File: src/rtl/pipe4_pkg.sv
package pipe4_pkg;
  parameter int TAG_W = 8;

  typedef struct packed {
    logic [TAG_W-1:0] tag;
    logic             skip_fo;
  } slot_t;
endpackage

File: src/rtl/pipe4_ibuf.sv
module pipe4_ibuf #(
  parameter int DEPTH = 4,
  parameter int W     = 9
) (
  input  logic         clk,
  input  logic         rst_n,
  input  logic         clr,
  input  logic         push,
  input  logic [W-1:0] din,
  input  logic         pop,
  output logic [W-1:0] dout,
  output logic         empty,
  output logic         full
);
  localparam int PW = (DEPTH > 1) ? $clog2(DEPTH) : 1;
  localparam int CW = $clog2(DEPTH + 1);

  logic [W-1:0]  store [DEPTH];
  logic [PW-1:0] wr_ptr, rd_ptr;
  logic [CW-1:0] cnt;
  logic          do_push, do_pop;

  function automatic logic [PW-1:0] step(input logic [PW-1:0] p);
    return (p == PW'(DEPTH - 1)) ? '0 : p + 1'b1;
  endfunction

  assign empty   = (cnt == '0);
  assign full    = (cnt == CW'(DEPTH));
  assign do_push = push && !full;
  assign do_pop  = pop && !empty;
  assign dout    = store[rd_ptr];

  always_ff @(posedge clk) begin
    if (do_push && !clr) store[wr_ptr] <= din;
  end

  always_ff @(posedge clk) begin
    if (!rst_n || clr) begin
      wr_ptr <= '0;
      rd_ptr <= '0;
      cnt    <= '0;
    end else begin
      if (do_push) wr_ptr <= step(wr_ptr);
      if (do_pop)  rd_ptr <= step(rd_ptr);
      cnt <= cnt + CW'(do_push) - CW'(do_pop);
    end
  end
endmodule

File: src/rtl/pipe4_mem_arb.sv
module pipe4_mem_arb (
  input  logic op_req,
  input  logic if_req,
  input  logic mem_ready,
  output logic mem_req,
  output logic grant_op,
  output logic op_done,
  output logic if_done
);
  // Older instruction (operand read) has fixed priority over fetch.
  assign mem_req  = op_req || if_req;
  assign grant_op = op_req;
  assign op_done  = op_req && mem_ready;
  assign if_done  = if_req && !op_req && mem_ready;
endmodule

File: src/rtl/pipe4_seg.sv
module pipe4_seg #(
  parameter int W = 9
) (
  input  logic         clk,
  input  logic         rst_n,
  input  logic         kill,
  input  logic         en,
  input  logic         nxt_valid,
  input  logic [W-1:0] nxt_data,
  output logic         valid,
  output logic [W-1:0] data
);
  always_ff @(posedge clk) begin
    if (!rst_n || kill) begin
      valid <= 1'b0;
    end else if (en) begin
      valid <= nxt_valid;
    end
  end

  always_ff @(posedge clk) begin
    if (en && nxt_valid) data <= nxt_data;
  end
endmodule

File: src/rtl/pipe4_ctrl.sv
module pipe4_ctrl
  import pipe4_pkg::*;
#(
  parameter int                ADDR_W     = 16,
  parameter int                BUF_DEPTH  = 4,
  parameter logic [ADDR_W-1:0] RESET_ADDR = '0
) (
  input  logic              clk,
  input  logic              rst_n,
  input  logic              mem_ready,
  input  logic              instr_skip_fo,
  input  logic              br_taken,
  input  logic [ADDR_W-1:0] br_target,
  input  logic              irq_req,
  input  logic [ADDR_W-1:0] irq_vector,
  output logic              mem_req,
  output logic              mem_grant_op,
  output logic [ADDR_W-1:0] fetch_addr,
  output logic [3:0]        stage_go,
  output logic [3:0]        seg_busy,
  output logic              flush_front,
  output logic              irq_ack,
  output logic              retire_valid,
  output logic [TAG_W-1:0]  retire_tag
);
  localparam int NSEG   = 3;
  localparam int S_DA   = 0;
  localparam int S_FO   = 1;
  localparam int S_EX   = 2;
  localparam int SLOT_W = $bits(slot_t);

  slot_t             seg_d  [NSEG];
  slot_t             seg_nd [NSEG];
  logic [NSEG-1:0]   seg_v, seg_en, seg_nv, seg_kill;

  logic [ADDR_W-1:0] pc;
  logic              irq_pend, irq_acc, drained;
  logic              fetch_req, if_done, op_done, fo_mem;
  logic              fo_done, fo_free, da_adv, da_free, q_pop, redirect;
  logic              q_empty, q_full;
  slot_t             q_head, fetch_slot;

  // Segment registers: decode, operand read, execute
  for (genvar k = 0; k < NSEG; k++) begin : g_seg
    pipe4_seg #(.W(SLOT_W)) u_seg (
      .clk      (clk),
      .rst_n    (rst_n),
      .kill     (seg_kill[k]),
      .en       (seg_en[k]),
      .nxt_valid(seg_nv[k]),
      .nxt_data (seg_nd[k]),
      .valid    (seg_v[k]),
      .data     (seg_d[k])
    );
  end

  assign redirect = br_taken && seg_v[S_EX];
  assign fo_mem   = seg_v[S_FO] && !seg_d[S_FO].skip_fo;
  assign fo_done  = seg_v[S_FO] && (seg_d[S_FO].skip_fo || op_done);
  assign fo_free  = !seg_v[S_FO] || fo_done;
  assign da_adv   = seg_v[S_DA] && fo_free && !redirect;
  assign da_free  = !seg_v[S_DA] || da_adv;
  assign q_pop    = !q_empty && da_free && !redirect;

  assign drained   = (seg_v == '0) && q_empty;
  assign irq_acc   = irq_pend && drained;
  assign fetch_req = !irq_req && !irq_pend && !q_full && !redirect;

  always_comb begin
    seg_en[S_DA]   = da_free;
    seg_nv[S_DA]   = q_pop;
    seg_nd[S_DA]   = q_head;
    seg_kill[S_DA] = redirect;
    seg_en[S_FO]   = fo_free;
    seg_nv[S_FO]   = da_adv;
    seg_nd[S_FO]   = seg_d[S_DA];
    seg_kill[S_FO] = 1'b0;
    seg_en[S_EX]   = 1'b1;
    seg_nv[S_EX]   = fo_done;
    seg_nd[S_EX]   = seg_d[S_FO];
    seg_kill[S_EX] = 1'b0;
  end

  pipe4_mem_arb u_arb (
    .op_req   (fo_mem),
    .if_req   (fetch_req),
    .mem_ready(mem_ready),
    .mem_req  (mem_req),
    .grant_op (mem_grant_op),
    .op_done  (op_done),
    .if_done  (if_done)
  );

  always_comb begin
    fetch_slot.tag     = pc[TAG_W-1:0];
    fetch_slot.skip_fo = instr_skip_fo;
  end

  pipe4_ibuf #(.DEPTH(BUF_DEPTH), .W(SLOT_W)) u_ibuf (
    .clk  (clk),
    .rst_n(rst_n),
    .clr  (redirect),
    .push (if_done),
    .din  (fetch_slot),
    .pop  (q_pop),
    .dout (q_head),
    .empty(q_empty),
    .full (q_full)
  );

  always_ff @(posedge clk) begin
    if (!rst_n) begin
      pc       <= RESET_ADDR;
      irq_pend <= 1'b0;
    end else begin
      if (irq_acc)       pc <= irq_vector;
      else if (redirect) pc <= br_target;
      else if (if_done)  pc <= pc + 1'b1;
      if (irq_acc)       irq_pend <= 1'b0;
      else if (irq_req)  irq_pend <= 1'b1;
    end
  end

  assign fetch_addr   = pc;
  assign stage_go     = {fo_done, da_adv, q_pop, if_done};
  assign seg_busy     = {seg_v[S_EX], seg_v[S_FO], seg_v[S_DA], fetch_req};
  assign flush_front  = redirect;
  assign irq_ack      = irq_acc;
  assign retire_valid = seg_v[S_EX];
  assign retire_tag   = seg_d[S_EX].tag;
endmodule

File: config.mk
export PLATFORM = sky130hd
export DESIGN_NAME = pipe4_ctrl
export DESIGN_NICKNAME = d
export VERILOG_FILES = /design/src/rtl/pipe4_pkg.sv /design/src/rtl/pipe4_ibuf.sv /design/src/rtl/pipe4_mem_arb.sv /design/src/rtl/pipe4_seg.sv /design/src/rtl/pipe4_ctrl.sv
export SDC_FILE = /design/constraint.sdc
export NUM_CORES = 1
export LEC_CHECK = 0
export BUFFER_PORTS_ARGS = -buffer_cell sky130_fd_sc_hd__buf_2
export CORE_UTILIZATION = 56
export DETAILED_ROUTE_END_ITERATION = 16
export GPL_ROUTABILITY_DRIVEN = 0
export PLACE_DENSITY = 0.8
export REMOVE_ABC_BUFFERS = 1
export SKIP_CTS_REPAIR_TIMING = 1
export SYNTH_ARGS = -nofsm -noshare
export SYNTH_HDL_FRONTEND = slang
export SYNTH_HIERARCHICAL = 1
export SYNTH_SLANG_ARGS = --single-unit
export TNS_END_PERCENT = 5
File: constraint.sdc
create_clock -name clk -period 3.68 [get_ports clk]
set_input_delay 0.736 -clock clk [delete_from_list [all_inputs] [get_ports clk]]
set_output_delay 0.736 -clock clk [all_outputs]
set_load 0.005 [all_outputs]
==> qor.txt <==
Status = complete, no violations
Core Footprint = 0.00721 mm^2
Total Power = 2.91 mW
# setup viols final = 0
Placed Area = 0.00459 mm^2
Max-slew headroom = 0.426
WHS = 0.423 ns
Final worst path period share = 0.814
CP Class = flip-flop to flip-flop
Startpoint types = flip-flop
Design Area, Final = 0.00479 mm^2
Layout cells sized above 1 = 0.332
Die Ht = 88.3 um
PnR worst setup slack = 0.685 ns
Die ar. = 0.00780 mm^2
Largest net degree at the start of global routing = 24
LEAKAGE = 1.87 nW
Antenna violations before repair = 0
Dpl hpwl = 5.68 mm
Wire per inst = 16.3 um
Clock sink total = 91
Synth Warn # = 6
Area Growth Syn to Fin = 14.8%
Initial Utilization = 0.578
Count of final max-slew check failures = 0
RSZ-0062 raised after global routing = false
Slew @ Worst Pin = 0.857 ns
Vias in the first global route = 2657
Die extent in x = 88.3 um
CTS tree = built
Clock skew = 0.00932 ns
CTS max path bufs = 2
Fillers = 557
Mapped Avg Cell Area = 13.2 um^2
Max Fanout on Critical Path = 7
TritonCTS Buffers = 9
IO buf count = 74
Root Driver = clkbuf_8
GRT Util Overall = 0.223
Row cnt = 31
DR pass1 iterations = 5
Power Dens Cells = 608 mW/mm^2
Final Hold Violating Endpoints = 0
GRT Residual Overflow = 0
Number of max-cap violations = 0
CTS clk-pin slew, worst paths = 0.09 ns
Worst setup EP type = flip-flop
Mapped Area = 0.00417 mm^2
H-tree depth = 3
Tmin final = 2.99 ns
Final ANT Viol Nets = 0
Fmax = 334 MHz
Via density = 5.53
WP data arrival = 3.24 ns
# DRC = 0
Setup TNS = 0 ns
Peak supply drop = 291 uV
CP required = 3.93 ns
I/O pin count = 75
Iter 0 DRT Violations = 105
Final nets = 437
Clk Latency, worst-skew pair = 0.35 ns
Via count = 2732
Min-Delay Path Class = flip-flop to flip-flop
Ant diodes = 0
Synth Instances = 316
Total Wirelength = 8.07 mm
Setup WS pre-CTS = 0.550 ns
First-pass GRT wire length = 12.8 mm
==> worst max-delay path, cell delays in order (launching register included) <==
cell	delay, ns
dfxtp_1	0.43
nor2b_1	0.23
and2_1	0.15
nor2_1	0.05
and2_1	0.17
a211oi_1	0.44
o31ai_2	0.21
inv_1	0.09
ha_1	0.12
inv_1	0.04
ha_1	0.19
fa_1	0.38
xnor2_1	0.19
xnor2_1	0.15
nor2_1	0.05
==> cell type report <==
type	instances	area [um^2]	share of cell area
multi-input combinational	193	1550	0.324
clock buffer	9	124	0.0259
sequential	91	2440	0.510
tap	99	124	0.0259
timing repair buffer	80	415	0.0868
inverter	15	56.3	0.0118
clock inverter	7	75.1	0.0157
==> cells in the final DEF (no fill, tap or decap), types with 2 or more instances in the layout <==
master and count:
edfxtp_1 62, a211oi_1 4, dfxtp_1 29, clkinvlp_4 2, conb_1 4, inv_6 2
o211ai_1 6, nor3b_2 8, nor4_4 3, xnor2_1 13, nor2b_1 3, nand2_1 18
clkbuf_8 9, nand2b_4 2, inv_1 15, a31o_2 2, nand4_2 2, a21oi_1 5
a311oi_1 3, and2_1 4, buf_2 74, ha_1 8, nor4_1 3, and2_2 3
nor2_1 12, buf_4 6, nor3_1 7, or3_1 5, mux2i_1 11, mux4_2 9
o21ai_0 17, nand4_1 4, nand3_1 17
==> stage by stage <==
step                      instances  utilization
final                           494        0.664
after global routing            494        0.664
after CTS                       494        0.664
after detailed placement        478        0.636
after global placement          478        0.636
after floorplan                 299            -
==> routing by layer <==
| metal | track usage | share of wire | up-vias | wire [um] |
|---|---|---|---|---|
| li1 | - | - | 1319 | - |
| met1 | 0.288 | 0.42 | 1278 | 3370 |
| met2 | 0.376 | 0.50 | 131 | 4010 |
| met3 | 0.0532 | 0.080 | 4 | 642 |
| met4 | 0.0718 | 0.0068 | 0 | 55 |
| met5 | 0 | 0 | - | 0 |
==> final timing paths <==
kind	to	cells after the start	startpoint	slack, ns
worst max-delay path	u_ibuf/cnt[2]	14	g_seg[1].u_seg/valid	0.69
worst min-delay path	g_seg[2].u_seg/data[7]	0	g_seg[1].u_seg/data[7]	0.42
worst max register to register	u_ibuf/cnt[2]	14	g_seg[1].u_seg/valid	0.69
worst min register to register	g_seg[2].u_seg/data[7]	0	g_seg[1].u_seg/data[7]	0.42
==> report_power, final <==
| group | internal [mW] | switching (mW) |
|---|---|---|
| clock | 0.317 | 0.349 |
| combinational | 0.357 | 0.350 |
| sequential | 1.35 | 0.187 |
==> sequential cells by signal (all words and copies together) (netlist names), named ones only <==
| register | cells |
|---|---|
| g_seg.u_seg/data | 26 |
| irq_pend | 1 |
| u_ibuf/wr_ptr | 2 |
| g_seg.u_seg/valid | 3 |
| u_ibuf/rd_ptr | 2 |
| u_ibuf/store | 36 |
| u_ibuf/cnt | 3 |
| fetch_addr | 16 |
No activity file was read; power rests on OpenSTA's default activity.
